## config.mk

```make
export PLATFORM = sky130hd
export DESIGN_NAME = cmd_chain_dma
export DESIGN_NICKNAME = d
export VERILOG_FILES = /design/src/rtl/cmd_chain_pkg.sv /design/src/rtl/cmd_chain_loop_guard.sv /design/src/rtl/cmd_chain_tally.sv /design/src/rtl/cmd_chain_dma.sv
export SDC_FILE = /design/constraint.sdc
export NUM_CORES = 1
export LEC_CHECK = 0
export BUFFER_PORTS_ARGS = -buffer_cell sky130_fd_sc_hd__buf_2
export CAP_MARGIN = 20
export CORE_MARGIN = 2
export CORE_UTILIZATION = 60
export CTS_CLUSTER_SIZE = 40
export DETAILED_ROUTE_END_ITERATION = 7
export PLACE_DENSITY = 0.84
export SLEW_MARGIN = 20
export SYNTH_ARGS = -nofsm -noshare
export SYNTH_HDL_FRONTEND = slang
export SYNTH_SLANG_ARGS = --single-unit
```

## constraint.sdc

```tcl
create_clock -name clk -period 8.3 [get_ports clk]
set_input_delay 0.415 -clock clk [delete_from_list [all_inputs] [get_ports clk]]
set_output_delay 0.415 -clock clk [all_outputs]
set_load 0.02 [all_outputs]
```

## src/rtl/cmd_chain_pkg.sv

```systemverilog
package cmd_chain_pkg;

  localparam int ADDR_W = 24;
  localparam int DATA_W = 32;

  localparam logic [ADDR_W-1:0] WIN_MASK  = 24'h1F_FFFC;
  localparam logic [ADDR_W-1:0] NULL_LINK = 24'hFF_FFFF;
  localparam logic [DATA_W-1:0] LIST_MODE = 32'h0100_0401;

  typedef enum logic [1:0] {
    END_MARK    = 2'd0,
    END_LOOP    = 2'd1,
    END_LIMIT   = 2'd2,
    END_BADMODE = 2'd3
  } end_kind_e;

  typedef enum logic [3:0] {
    ST_IDLE,
    ST_CHECK,
    ST_HREQ,
    ST_HWAIT,
    ST_PREQ,
    ST_PWAIT,
    ST_PSEND,
    ST_CLOSE,
    ST_SIGNAL
  } walk_state_e;

  function automatic logic [ADDR_W-1:0] node_addr(input logic [ADDR_W-1:0] link);
    return link & WIN_MASK;
  endfunction

  function automatic logic [7:0] hdr_count(input logic [DATA_W-1:0] hdr);
    return hdr[31:24];
  endfunction

  function automatic logic [ADDR_W-1:0] hdr_link(input logic [DATA_W-1:0] hdr);
    return hdr[23:0];
  endfunction

  function automatic logic link_ends(input logic [ADDR_W-1:0] link);
    return link[23];
  endfunction

  function automatic logic [ADDR_W-1:0] beat_addr(input logic [ADDR_W-1:0] base,
                                                   input logic [7:0]        idx);
    logic [ADDR_W-1:0] offs;
    offs = {14'd0, idx, 2'b00};
    return (base + offs) & WIN_MASK;
  endfunction

endpackage

```

## src/rtl/cmd_chain_loop_guard.sv

```systemverilog
module cmd_chain_loop_guard
  import cmd_chain_pkg::*;
(
  input  logic              clk,
  input  logic              rst_n,
  input  logic              restart,
  input  logic              commit,
  input  logic [ADDR_W-1:0] probe,
  output logic              hit
);

  logic [ADDR_W-1:0] last_q, lower_q, upper_q;
  logic              goes_lower;

  assign hit        = (probe == lower_q) || (probe == upper_q);
  assign goes_lower = probe < last_q;

  always_ff @(posedge clk) begin
    if (!rst_n || restart) begin
      last_q  <= NULL_LINK;
      lower_q <= NULL_LINK;
      upper_q <= NULL_LINK;
    end else if (commit) begin
      if (goes_lower) lower_q <= probe;
      else            upper_q <= probe;
      last_q <= probe;
    end
  end

  // the walker never records an address the guard flagged
  p_commit_clear_r6: assert property (@(posedge clk) disable iff (!rst_n)
    commit |-> !hit);

endmodule

```

## src/rtl/cmd_chain_tally.sv

```systemverilog
module cmd_chain_tally #(
  parameter int NODE_LIMIT = 2000000,
  parameter int TOTAL_W    = 32
) (
  input  logic               clk,
  input  logic               rst_n,
  input  logic               restart,
  input  logic               seed,
  input  logic               add_en,
  input  logic [8:0]         add_words,
  input  logic               node_step,
  output logic [TOTAL_W-1:0] total,
  output logic               over_limit
);

  localparam int            NW       = $clog2(NODE_LIMIT + 2);
  localparam logic [NW-1:0] CAP      = NW'(NODE_LIMIT);
  localparam logic [NW-1:0] CAP_NEXT = NW'(NODE_LIMIT + 1);

  logic [NW-1:0] nodes_q;

  assign over_limit = nodes_q > CAP;

  always_ff @(posedge clk) begin
    if (!rst_n) begin
      total   <= '0;
      nodes_q <= '0;
    end else if (restart) begin
      total   <= TOTAL_W'(seed);
      nodes_q <= '0;
    end else begin
      if (add_en)    total   <= total + TOTAL_W'(add_words);
      if (node_step) nodes_q <= nodes_q + 1'b1;
    end
  end

  // node count stops one past the cap
  p_node_cap_r7: assert property (@(posedge clk) disable iff (!rst_n)
    nodes_q <= CAP_NEXT);

  p_no_step_over_r7: assert property (@(posedge clk) disable iff (!rst_n)
    node_step |-> !over_limit);

endmodule

```

## src/rtl/cmd_chain_dma.sv

```systemverilog
module cmd_chain_dma
  import cmd_chain_pkg::*;
#(
  parameter int NODE_LIMIT = 2000000
) (
  input  logic        clk,
  input  logic        rst_n,
  input  logic        start,
  input  logic [31:0] start_ctrl,
  input  logic [23:0] start_addr,
  output logic        ctrl_active,
  output logic        gfx_busy,
  output logic [23:0] addr_reg,
  output logic [31:0] words_total,
  output logic [1:0]  end_code,
  output logic        irq,
  output logic        mem_req,
  output logic [23:0] mem_addr,
  input  logic        mem_gnt,
  input  logic        mem_rvalid,
  input  logic [31:0] mem_rdata,
  output logic        cmd_valid,
  output logic [31:0] cmd_data,
  input  logic        cmd_ready
);

  walk_state_e       state;
  logic [ADDR_W-1:0] link_q, cur_q, fin_ptr;
  end_kind_e         fin_code;
  logic [7:0]        pay_len, beat_idx;
  logic [DATA_W-1:0] beat_buf;

  // named internal events
  logic              start_take, list_mode;
  logic              hdr_arrive, beat_arrive, beat_leave;
  logic              node_accept, loop_hit, over_limit;
  logic              last_beat;
  logic [ADDR_W-1:0] probe;
  logic [7:0]        arr_count;
  logic [ADDR_W-1:0] arr_link;
  logic [8:0]        add_words;

  assign start_take  = start && (state == ST_IDLE);
  assign list_mode   = (start_ctrl == LIST_MODE);
  assign probe       = node_addr(link_q);
  assign hdr_arrive  = (state == ST_HWAIT) && mem_rvalid;
  assign beat_arrive = (state == ST_PWAIT) && mem_rvalid;
  assign beat_leave  = (state == ST_PSEND) && cmd_ready;
  assign last_beat   = (beat_idx == pay_len);
  assign node_accept = (state == ST_CHECK) && !over_limit && !loop_hit;
  assign arr_count   = hdr_count(mem_rdata);
  assign arr_link    = hdr_link(mem_rdata);
  assign add_words   = {1'b0, arr_count} + 9'd1;

  cmd_chain_loop_guard u_guard (
    .clk     (clk),
    .rst_n   (rst_n),
    .restart (start_take),
    .commit  (node_accept),
    .probe   (probe),
    .hit     (loop_hit)
  );

  cmd_chain_tally #(
    .NODE_LIMIT (NODE_LIMIT),
    .TOTAL_W    (32)
  ) u_tally (
    .clk        (clk),
    .rst_n      (rst_n),
    .restart    (start_take),
    .seed       (list_mode),
    .add_en     (hdr_arrive),
    .add_words  (add_words),
    .node_step  (node_accept),
    .total      (words_total),
    .over_limit (over_limit)
  );

  assign mem_req   = (state == ST_HREQ) || (state == ST_PREQ);
  assign mem_addr  = (state == ST_PREQ) ? beat_addr(cur_q, beat_idx) : cur_q;
  assign cmd_valid = (state == ST_PSEND);
  assign cmd_data  = beat_buf;

  always_ff @(posedge clk) begin
    if (!rst_n) begin
      state       <= ST_IDLE;
      ctrl_active <= 1'b0;
      gfx_busy    <= 1'b0;
      addr_reg    <= '0;
      end_code    <= END_MARK;
      irq         <= 1'b0;
      link_q      <= '0;
      cur_q       <= '0;
      pay_len     <= '0;
      beat_idx    <= '0;
      beat_buf    <= '0;
      fin_ptr     <= '0;
      fin_code    <= END_MARK;
    end else begin
      irq <= 1'b0;
      unique case (state)
        ST_IDLE: begin
          if (start) begin
            ctrl_active <= 1'b1;
            addr_reg    <= start_addr;
            link_q      <= start_addr;
            if (list_mode) begin
              gfx_busy <= 1'b1;
              state    <= ST_CHECK;
            end else begin
              end_code <= END_BADMODE;
              state    <= ST_SIGNAL;
            end
          end
        end
        ST_CHECK: begin
          if (over_limit) begin
            fin_ptr  <= NULL_LINK;
            fin_code <= END_LIMIT;
            state    <= ST_CLOSE;
          end else if (loop_hit) begin
            fin_ptr  <= NULL_LINK;
            fin_code <= END_LOOP;
            state    <= ST_CLOSE;
          end else begin
            cur_q <= probe;
            state <= ST_HREQ;
          end
        end
        ST_HREQ: if (mem_gnt) state <= ST_HWAIT;
        ST_HWAIT: begin
          if (mem_rvalid) begin
            pay_len  <= arr_count;
            link_q   <= arr_link;
            beat_idx <= 8'd1;
            if (arr_count != 8'd0) begin
              state <= ST_PREQ;
            end else if (link_ends(arr_link)) begin
              fin_ptr  <= arr_link;
              fin_code <= END_MARK;
              state    <= ST_CLOSE;
            end else begin
              state <= ST_CHECK;
            end
          end
        end
        ST_PREQ: if (mem_gnt) state <= ST_PWAIT;
        ST_PWAIT: begin
          if (mem_rvalid) begin
            beat_buf <= mem_rdata;
            state    <= ST_PSEND;
          end
        end
        ST_PSEND: begin
          if (cmd_ready) begin
            if (!last_beat) begin
              beat_idx <= beat_idx + 8'd1;
              state    <= ST_PREQ;
            end else if (link_ends(link_q)) begin
              fin_ptr  <= link_q;
              fin_code <= END_MARK;
              state    <= ST_CLOSE;
            end else begin
              state <= ST_CHECK;
            end
          end
        end
        ST_CLOSE: begin
          gfx_busy <= 1'b0;
          addr_reg <= fin_ptr;
          end_code <= fin_code;
          state    <= ST_SIGNAL;
        end
        ST_SIGNAL: begin
          ctrl_active <= 1'b0;
          irq         <= 1'b1;
          state       <= ST_IDLE;
        end
        default: state <= ST_IDLE;
      endcase
    end
  end

  // request held with a steady address until granted
  p_mem_hold_r10: assert property (@(posedge clk) disable iff (!rst_n)
    mem_req && !mem_gnt |=> mem_req && $stable(mem_addr));

  // read data only arrives while a read is outstanding
  p_rvalid_wait_r10: assert property (@(posedge clk) disable iff (!rst_n)
    mem_rvalid |-> (state == ST_HWAIT) || (state == ST_PWAIT));

  // every read address is word aligned inside the window
  p_mem_window_r3: assert property (@(posedge clk) disable iff (!rst_n)
    mem_req |-> (mem_addr[1:0] == 2'b00) && (mem_addr[23:21] == 3'b000));

  // stalled payload word does not change
  p_cmd_hold_r4: assert property (@(posedge clk) disable iff (!rst_n)
    cmd_valid && !cmd_ready |=> cmd_valid && $stable(cmd_data));

  // interrupt is a single-cycle pulse
  p_irq_pulse_r9: assert property (@(posedge clk) disable iff (!rst_n)
    irq |=> !irq);

  // interrupt only after busy and active have both dropped
  p_irq_order_r9: assert property (@(posedge clk) disable iff (!rst_n)
    irq |-> !ctrl_active && !gfx_busy);

  // active falls exactly when the interrupt fires
  p_active_fall_r9: assert property (@(posedge clk) disable iff (!rst_n)
    $fell(ctrl_active) |-> irq);

  // busy never stands without an active transfer
  p_busy_active_r1: assert property (@(posedge clk) disable iff (!rst_n)
    gfx_busy |-> ctrl_active);

endmodule

```

After elaboration in Yosys (flattened, before gate mapping)
Cells that the tools add are included.
{"block": "totals", "ff_bits": 275, "in_bits": 94, "out_inout_bits": 119, "word_cells": 140}
{"block": "classes", "n_addsub": 5, "n_lt_le_gt_ge": 2, "eq_ne": 26, "mux": 52, "n_bitwise": 4, "n_reduce_logical": 32}
{"operator": "24-bit 2-to-1 mux", "count": 10}
{"operator": "24-bit case mux with 2 select lines", "count": 2}
{"operator": "24-bit case mux with 3 select lines", "count": 1}
{"operator": "21-bit by 24-bit equality test with 1-bit output", "count": 2}
{"operator": "32-bit by 9-bit adder with 32-bit output", "count": 1}
{"operator": "32-bit by 25-bit equality test with 1-bit output (second input constant)", "count": 1}
{"operator": "4-bit case mux with 8 select lines", "count": 1}
{"operator": "4-bit 2-to-1 mux", "count": 7}
{"operator": "21-bit by 24-bit < comparator with 1-bit output", "count": 1}
{"operator": "8-bit 2-to-1 mux", "count": 3}
{"operator": "21-bit by 1-bit adder with 21-bit output (second input constant)", "count": 1}
{"operator": "21-bit by 10-bit adder with 21-bit output", "count": 1}
{"operator": "21-bit > comparator (second input constant)", "count": 1}
{"operator": "21-bit 2-to-1 mux", "count": 1}
{"operator": "2-bit 2-to-1 mux", "count": 10}
{"operator": "3-bit 2-to-1 mux", "count": 6}
{"operator": "2-bit inequality test (second input constant)", "count": 9}
{"operator": "4-bit by 3-bit equality test with 1-bit output (second input constant)", "count": 4}
{"operator": "8-bit case mux with 2 select lines", "count": 1}
{"operator": "2-bit AND reduction", "count": 6}
{"operator": "3-bit AND reduction", "count": 4}
{"operator": "2-bit nonzero test", "count": 5}
{"operator": "8-bit by 1-bit adder with 9-bit output (second input constant)", "count": 1}
{"operator": "8-bit by 1-bit adder with 8-bit output (second input constant)", "count": 1}
{"operator": "other kinds (21)", "count": 41}

Logic depth before layout (Yosys ltp)
Gate-level depths: netlist of the first run.
{"block": "logic_depth", "word_depth": 5, "ltp_mapped": 11, "ltp_nobuf": 11}

Hierarchy
A second synthesis of the first run with hierarchy kept.
{"block": "unflattened", "hier_cells": 1659, "area_unflattened_um2": 13701.9}
{"module": "cmd_chain_dma", "n_inst": 1, "cells_per_inst": 944, "area_per_inst_um2": 7208.2}
{"module": "cmd_chain_loop_guard", "n_inst": 1, "cells_per_inst": 405, "area_per_inst_um2": 3736.1}
{"module": "cmd_chain_tally", "n_inst": 1, "cells_per_inst": 310, "area_per_inst_um2": 2757.6}

Worst setup path before layout of the first run
OpenSTA, ideal clock, no wires.
{"block": "synth_path", "kind": "in2reg", "startpoint": "input mem_rdata[24]", "endpoint": "register u_tally.total[12]", "setup_time_ns": 0.128, "arrival_time_ns": 2.732, "slack_ns": 5.441, "path_stages": 11, "cell_sequence": "inv_1 ha_1 inv_1 fa_1 a21o_1 a21oi_1 o21bai_1 a2111oi_1 nor4_1 xnor2_1 nor2_1"}
{"block": "synth_via", "elab_chain_cells": 2}
{"element": "from (decl)", "line_no": "cmd_chain_dma.sv:21", "rtl": "input logic [31:0] mem_rdata,"}
{"element": "8-bit by 1-bit adder with 9-bit output", "line_no": "cmd_chain_dma.sv:53", "rtl": "assign add_words = {1'b0, arr_count} + 9'd1;"}
{"element": "32-bit by 9-bit adder with 32-bit output", "line_no": "cmd_chain_tally.sv:32", "rtl": "if (add_en) total <= total + TOTAL_W'(add_words);"}
{"element": "to (signal assigned)", "line_no": "cmd_chain_tally.sv:29", "rtl": "total <= TOTAL_W'(seed);"}
{"element": "to (signal assigned)", "line_no": "cmd_chain_tally.sv:32"}
{"element": "to (decl)", "line_no": "cmd_chain_tally.sv:12", "rtl": "output logic [TOTAL_W-1:0] total,"}
No other way between the ends.
A chain may end at the register's enable or synchronous reset.

Worst setup path in the final report of the first run
{"block": "layout_path", "startpoint": "register beat_idx[0]", "endpoint": "output mem_addr[20]"}
{"block": "layout_via", "elab_chain_cells": 2}
{"element": "from (decl)", "line_no": "cmd_chain_dma.sv:30", "rtl": "logic [7:0] pay_len, beat_idx;"}
{"element": "from (signal assigned)", "line_no": "cmd_chain_dma.sv:157", "rtl": "beat_idx <= beat_idx + 8'd1;"}
{"element": "21-bit by 10-bit adder with 21-bit output", "line_no": "cmd_chain_pkg.sv:49", "rtl": "return (base + offs) & WIN_MASK;"}
{"element": "21-bit 2-to-1 mux", "line_no": "cmd_chain_dma.sv:80", "rtl": "assign mem_addr = (state == ST_PREQ) ? beat_addr(cur_q, beat_idx) : cur_q;"}
{"element": "to (decl)", "line_no": "cmd_chain_dma.sv:18", "rtl": "output logic [23:0] mem_addr,"}
No other way between the ends.

==> metrics.csv, run 1 <==
stage,metric,value,unit
yosys,avgSynthCellArea,8.37,um^2
clock_tree,ctsResizeCount,0,
sta,hold_viol_final,0,
clock_tree,cts_tree,built,
yosys,ys_seq_area_share,41.8,%
detailed_routing,postRouteAntennaNets,0,
global_route,grt_pass1_wl,54400,um
layout,n_fill_cell,1665,
yosys,synth_seq_cells,263,
clock_tree,postCtsSetupRepairBufs,0,
detailed_routing,drtIter0Drc,873,
setup_path,worstSetupEndpointType,output pin,
sta,finalCritPeriodShare,46.1,%
yosys,ys_warn_count,0,
clock_tree,clock_latency,540,ps
setup_path,cpMostUsedCell,o21ai_0,
layout,fin_cells,1946,
setup_path,worstPathCellList,ha_1 -> inv_1 -> fa_1 -> nor2b_1 -> o21ai_0 -> a21boi_0 -> o21ai_0 -> a21oi_1 -> nand4b_1 -> xnor2_1 -> buf_2,
setup_path,worst_path_max_delay_cell,a21oi_1,
sta,max_freq,0.261,GHz
detailed_routing,wl,32900,um
clock_tree,cts-root-buf,clkbuf_16,
setup_path,start_kind,register,
setup_path,critical_path_required,7890,ps
clock_tree,cts_max_path_buffers,3,
layout,drive_gt1_share,17.1,%
detailed_routing,remaining_drc_errors,0,
yosys,synthArstFlopShare,0,%
setup_path,critPathKind,reg -> out,
global_route,grt_overflow,0,
clock_tree,htreeDepth,1,
global_route,grt_pass1_vias,11017,
yosys,syn_inst,1505,
sta,setup_violations,0,
sta,skew,7.66,ps
yosys,netlist_area,12600,um^2
layout,fin_nets,1788,
floorplan,die-area,22200,um^2
global_route,antenna_found_initial,1,
floorplan,ioPinCount,213,
placement,dp.cells,1900,
yosys,synth_cell_types,72,
detailed_routing,vias_per_cell,5.99,
yosys,synth_edf_count,0,
detailed_routing,wl_per_cell,16.9,um
floorplan,die_w,149,um
clock_tree,cts_hold_buf,0,
pwr,ir_drop,0.172,mV
detailed_routing,drt_first_pass_iters,5,
setup_path,cp_max_fo,6,
setup_path,slowest_delay,510,ps
flow_run,drv_cap,0,
clock_tree,clk_pin_slew,60,ps
sta,report.final.slew_viol_count,0,
placement,gp_congestion,0.856,
pwr,static-leakage-power,6.18,nW
floorplan,rows,53,
floorplan,initial_core_util,60.5,%
global_route,grt.total_usage,29.3,%
clock_tree,numCtsBuffers,27,
yosys,synth-main-ff-cell,dfxtp_1,
layout,antenna-diode-count,0,
pwr,cellPowerDensity,183,nW/um^2
sta,tightest_slew,1100,ps
global_route,grt_max_degree,69,
setup_path,crit_arrival,3410,ps
placement,hpwl,22200,um
yosys,synth_area_leader_cell,dfxtp_1,
floorplan,die_h,149,um
detailed_routing,vias,11666,
run_status,status,finished clean,
sta,tns,0,ps
min_path,hp-class,in -> reg,
clock_tree,clock-sinks,263,
yosys,synth_top_area_share,41.8,%
layout,syn_to_final_growth,15.8,%
sta,rsz0062_at_grt,false,
floorplan,floorplan.core_area,20800,um^2
sta,slew-limit-headroom,26.2,%
yosys,synth_area_leaders,"dfxtp_1 42%, nand2_1 8.0%, a21oi_1 4.0%",
sta,layout_min_cycle_time,3830,ps
placement,port_buffers,207,
## final timing paths
kind | from | end | slack (ps) | cells after the start
max | beat_idx[0] | mem_addr[20] | 4470 | 11
max reg2reg | state[1] | fin_ptr[19] | 4790 | 8
min | mem_rdata[21] | cmd_data[21] | 140 | 3
min reg2reg | cmd_data[15] | cmd_data[15] | 450 | 2
## where the power goes
| group | internal, mW | leakage (nW) | switching (mW) |
|---|---|---|---|
| combinational | 0.0609 | 3.63 | 0.0972 |
| clock | 0.695 | 0.424 | 0.508 |
| sequential | 1.28 | 2.13 | 0.0282 |
| total | 2.04 | 6.18 | 0.633 |
## synth_stat cells, drive strengths merged, types with 21 or more instances
master / count
o211ai: 43
mux2i: 32
nor3: 29
nor2: 108
nand3: 26
and3: 36
xnor2: 45
nor4: 21
a211oi: 26
a22oi: 47
dfxtp: 263
buf: 24
inv: 39
a21oi: 101
xor2: 48
ha: 38
o21ai: 55
a311oi: 24
nand2: 268
clkbuf: 77
## layer usage
layer | wire length [um] | global-route usage [%] | vias up
met3 | 2870 | 5.05 | 49
met4 | 636 | 7.76 | 0
met5 | 0 | 0 | -
met2 | 14900 | 46.9 | 462
met1 | 14500 | 41.0 | 5513
li1 | - | - | 5642
## through the flow
step                      cell area, um^2  total power [mW]  utilization [%]  hold slack [ps]  setup slack [ps]
after floorplan                     12600              1.42                -              427              5440
after global placement              13700              1.49             65.8              439              4880
after detailed placement            13700              1.49             65.8              443              4810
after CTS                           14600              2.68             70.0              133              4490
after global routing                14600              2.75             70.1              149              4190
final                               14600              2.67             70.1              136              4470
## layout by cell type (no fill, tap or decap), types with 11 or more instances in the layout
| cell type | n |
|---|---|
| nand2_1 | 267 |
| nor3_1 | 26 |
| o211ai_1 | 43 |
| and3_1 | 36 |
| a22oi_1 | 47 |
| nor4_1 | 21 |
| nand3_1 | 24 |
| nand4_1 | 19 |
| xnor2_1 | 45 |
| a21oi_1 | 101 |
| a21o_1 | 11 |
| a211oi_1 | 26 |
| buf_2 | 207 |
| xor2_1 | 48 |
| clkbuf_16 | 27 |
| o21ai_0 | 54 |
| mux2i_1 | 32 |
| a211o_1 | 19 |
| nor2_1 | 107 |
| dfxtp_1 | 263 |
| ha_1 | 38 |
| or3_1 | 13 |
| a311oi_1 | 24 |
| inv_1 | 39 |
## critical path, delay by kind of cell (launching register included)
family	cells	cell delay, ps
flops	1	430
simple gates	2	340
buf+inv	2	240
fa+ha+maj	2	630
compound gates	4	1050
xor+xnor	1	170
## cell type report
cell class / count / area [um^2] / share of cell area (%)
flip-flops and latches: 263 / 5270 / 36.1
multi-input cells: 1105 / 6850 / 46.9
repair buffers: 217 / 1110 / 7.61
clock buffers: 37 / 793 / 5.44
well taps: 275 / 344 / 2.36
inverters: 40 / 151 / 1.04
clock inverters: 9 / 83.8 / 0.574
## cell families after synthesis
kind of cell	after synthesis	share of synthesized area, %
xor+xnor	93	6.46
compound gates	367	19.7
fa+ha+maj	40	4.09
buf+inv	141	4.61
flops	263	41.8
simple gates	568	20.8
other cells	1	0.0298
mux	32	2.54
Note: power is estimated with default switching activity, not from simulation.
==> inputs of run 2 (changes only) <==
- CORE_UTILIZATION: 60 -> 51
- PLACE_DENSITY: 0.84 -> 0.76
- clock period: 8.3 -> 3.5 ns (I/O delays scaled with it)
==> metrics.csv, run 2 (same netlist as run 1, synthesis figures left out) <==
stage,metric,value,unit,change
run_status,status,finished clean,,
detailed_routing,m1WireLength,15900,um,+9.0%
floorplan,die_h,161,um,+8.2%
placement,postPlaceCellArea,13900,um^2,+1.4%
clock_tree,clk_pin_slew,60,ps,about the same
detailed_routing,postRouteAntennaNets,0,,unchanged
floorplan,die-area,26000,um^2,+17%
min_path,holdPathEnd,u_tally.total[0],,
sta,slew-limit-headroom,39.8,%,+14 points
sta,finalCritPeriodShare,94.5,%,
sta,fin_ws,192,ps,-4280 ps
clock_tree,numCtsBuffers,29,,+7.4%
setup_path,worstSetupEndpointType,output pin,,
sta,tightest_slew,903,ps,-201 ps
sta,max_freq,0.302,GHz,
detailed_routing,met3WireLength,2620,um,-8.9%
detailed_routing,wl,35100,um,+6.6%
setup_path,r2r-start,state[0],,
sta,tns,0,ps,unchanged
sta,layout_min_cycle_time,3310,ps,
sta,hold_viol_final,0,,unchanged
detailed_routing,vias_per_cell,5.74,,-4.2%
sta,skew,12.8,ps,+5.15 ps
global_route,grt_pass1_wl,57700,um,+6.1%
clock_tree,postCtsSetupRepairBufs,0,,unchanged
setup_path,r2r_slack,420,ps,-4370 ps
detailed_routing,wl_per_cell,16.9,um,-0.25%
layout,postLayoutCellArea,15500,um^2,+6.4%
detailed_routing,drt_first_pass_iters,5,,unchanged
setup_path,crit_arrival,3130,ps,-280 ps
min_path,hp-class,in -> reg,,
setup_path,critical_path_required,3320,ps,-4570 ps
sta,setup_violations,0,,unchanged
floorplan,rows,57,,+7.5%
global_route,grt_overflow,0,,unchanged
detailed_routing,top_layer_used,met4,,
setup_path,cp_max_fo,6,,unchanged
flow_run,drv_cap,0,,unchanged
layout,final_common_cell,nand2_1,,
pwr,static-leakage-power,6.61,nW,+6.9%
pwr,cellPowerDensity,436,nW/um^2,+140%
layout,syn_to_final_growth,23.2,%,
clock_tree,clock-sinks,263,,unchanged
global_route,grt_max_degree,76,,+10%
sta,hold-worst-slack,136,ps,-0.157 ps
setup_path,r2r-end,link_q[17],,
global_route,antenna_found_initial,0,,-1
pwr,ir_drop,0.379,mV,+120%
clock_tree,cts-root-buf,clkbuf_16,,
layout,drive_gt1_share,17.7,%,+0.54 points
setup_path,start_kind,register,,
floorplan,ioPinCount,213,,unchanged
placement,port_buffers,207,,unchanged
sta,report.final.slew_viol_count,0,,unchanged
min_path,whs_path_depth,6,,+3
setup_path,critPathKind,reg -> out,,
floorplan,floorplan.core_area,24300,um^2,+17%
clock_tree,cts_max_path_buffers,3,,unchanged
global_route,grt.total_usage,26.4,%,-2.9 points
global_route,grt_pass1_vias,11474,,+4.1%
detailed_routing,remaining_drc_errors,0,,unchanged
layout,antenna-diode-count,0,,unchanged
clock_tree,clock_latency,550,ps,about the same
clock_tree,cts_tree,built,,
floorplan,die_w,161,um,+8.2%
layout,layout_common_cells,"267 x nand2_1, 262 x dfxtp_1, 207 x buf_2, 107 x nor2_1, 101 x a21oi_1",,
floorplan,initial_core_util,51.8,%,-8.7 points
min_path,min_from,start_ctrl[14],,
placement,gp_congestion,0.908,,+6.1%
placement,dpl_worst_slack,671,ps,-4140 ps
detailed_routing,drtIter0Drc,1007,,+15%
placement,hpwl,23300,um,+4.9%
clock_tree,htreeDepth,1,,unchanged
setup_path,ff2ff_path_depth,7,,-1
layout,fin_nets,1867,,+4.4%
detailed_routing,wl_met2,15800,um,+6.2%
detailed_routing,vias,11944,,+2.4%
==> run 2: cell count changes in the layout (fill, tap and decap cells not counted), moves of 2 or more <==
cell / change
clkinv_2: +5
bufinv_16: +3
inv_6: +2
dlygate4sd3_1: +61
a2111oi_1: +2
clkinvlp_4: -3
buf_4: +15
clkbuf_16: +2
==> run 2: area by class of cell <==
type,count,area (um^2)
flip-flops and latches,263,5270
multi-input cells,1105,6820
fillers,2029,8800
inverters,40,151
repair buffers,294,1850
clock buffers,38,830
clock inverters,16,194
well taps,324,405
==> run 2: worst max-delay path by stage <==
stage / start / to / slack (ps) / cells past startpoint
after detailed placement: u_tally.nodes_q[0] / u_tally.nodes_q[5] / 670 / 9
after global placement: beat_idx[0] / mem_addr[12] / 730 / 12
after CTS: beat_idx[0] / mem_addr[12] / 120 / 12
final: beat_idx[1] / mem_addr[13] / 190 / 10
after floorplan: u_tally.total[0] / u_tally.total[12] / 640 / 11
after global routing: beat_idx[1] / mem_addr[13] / -20 / 10
==> run 2: layer usage <==
metal,track usage [%],up-vias
li1,-,5807
met1,36.9,5617
met2,41.9,457
met3,4.29,63
met4,8.48,0
met5,0,-
==> run 2: repair_timing <==
action	in CTS	in global routing
hold buffers	61	0
endpoints found under the hold margin	95	0
resized for setup	0	3
endpoints found under the setup margin	0	8
==> run 2: power by group <==
group | switching (mW) | internal [mW] | leakage (nW) | total (mW)
Clock | 1.26 | 1.96 | 0.512 | 3.23
Sequential | 0.0613 | 3.04 | 2.13 | 3.10
Combinational | 0.249 | 0.193 | 3.97 | 0.442
==> run 2: critical path: stages (launching register included) <==
cell and delay [ps]:
dfxtp_1 440, ha_1 270, a21o_1 190, a21o_1 230, a2111oi_1 520, o41ai_1 210, a21oi_1 180, buf_4 160
nor2b_1 60, xor2_1 150, buf_2 190
==> run 2: per-stage QoR <==
stage / std cells / power, mW / util, %
floorplan: 1509 / 3.38 / -
global placement: 1965 / 3.53 / 57.1
detailed placement: 1965 / 3.54 / 57.1
CTS: 2080 / 6.79 / 63.8
global route: 2080 / 6.97 / 63.8
finish: 2080 / 6.77 / 63.8
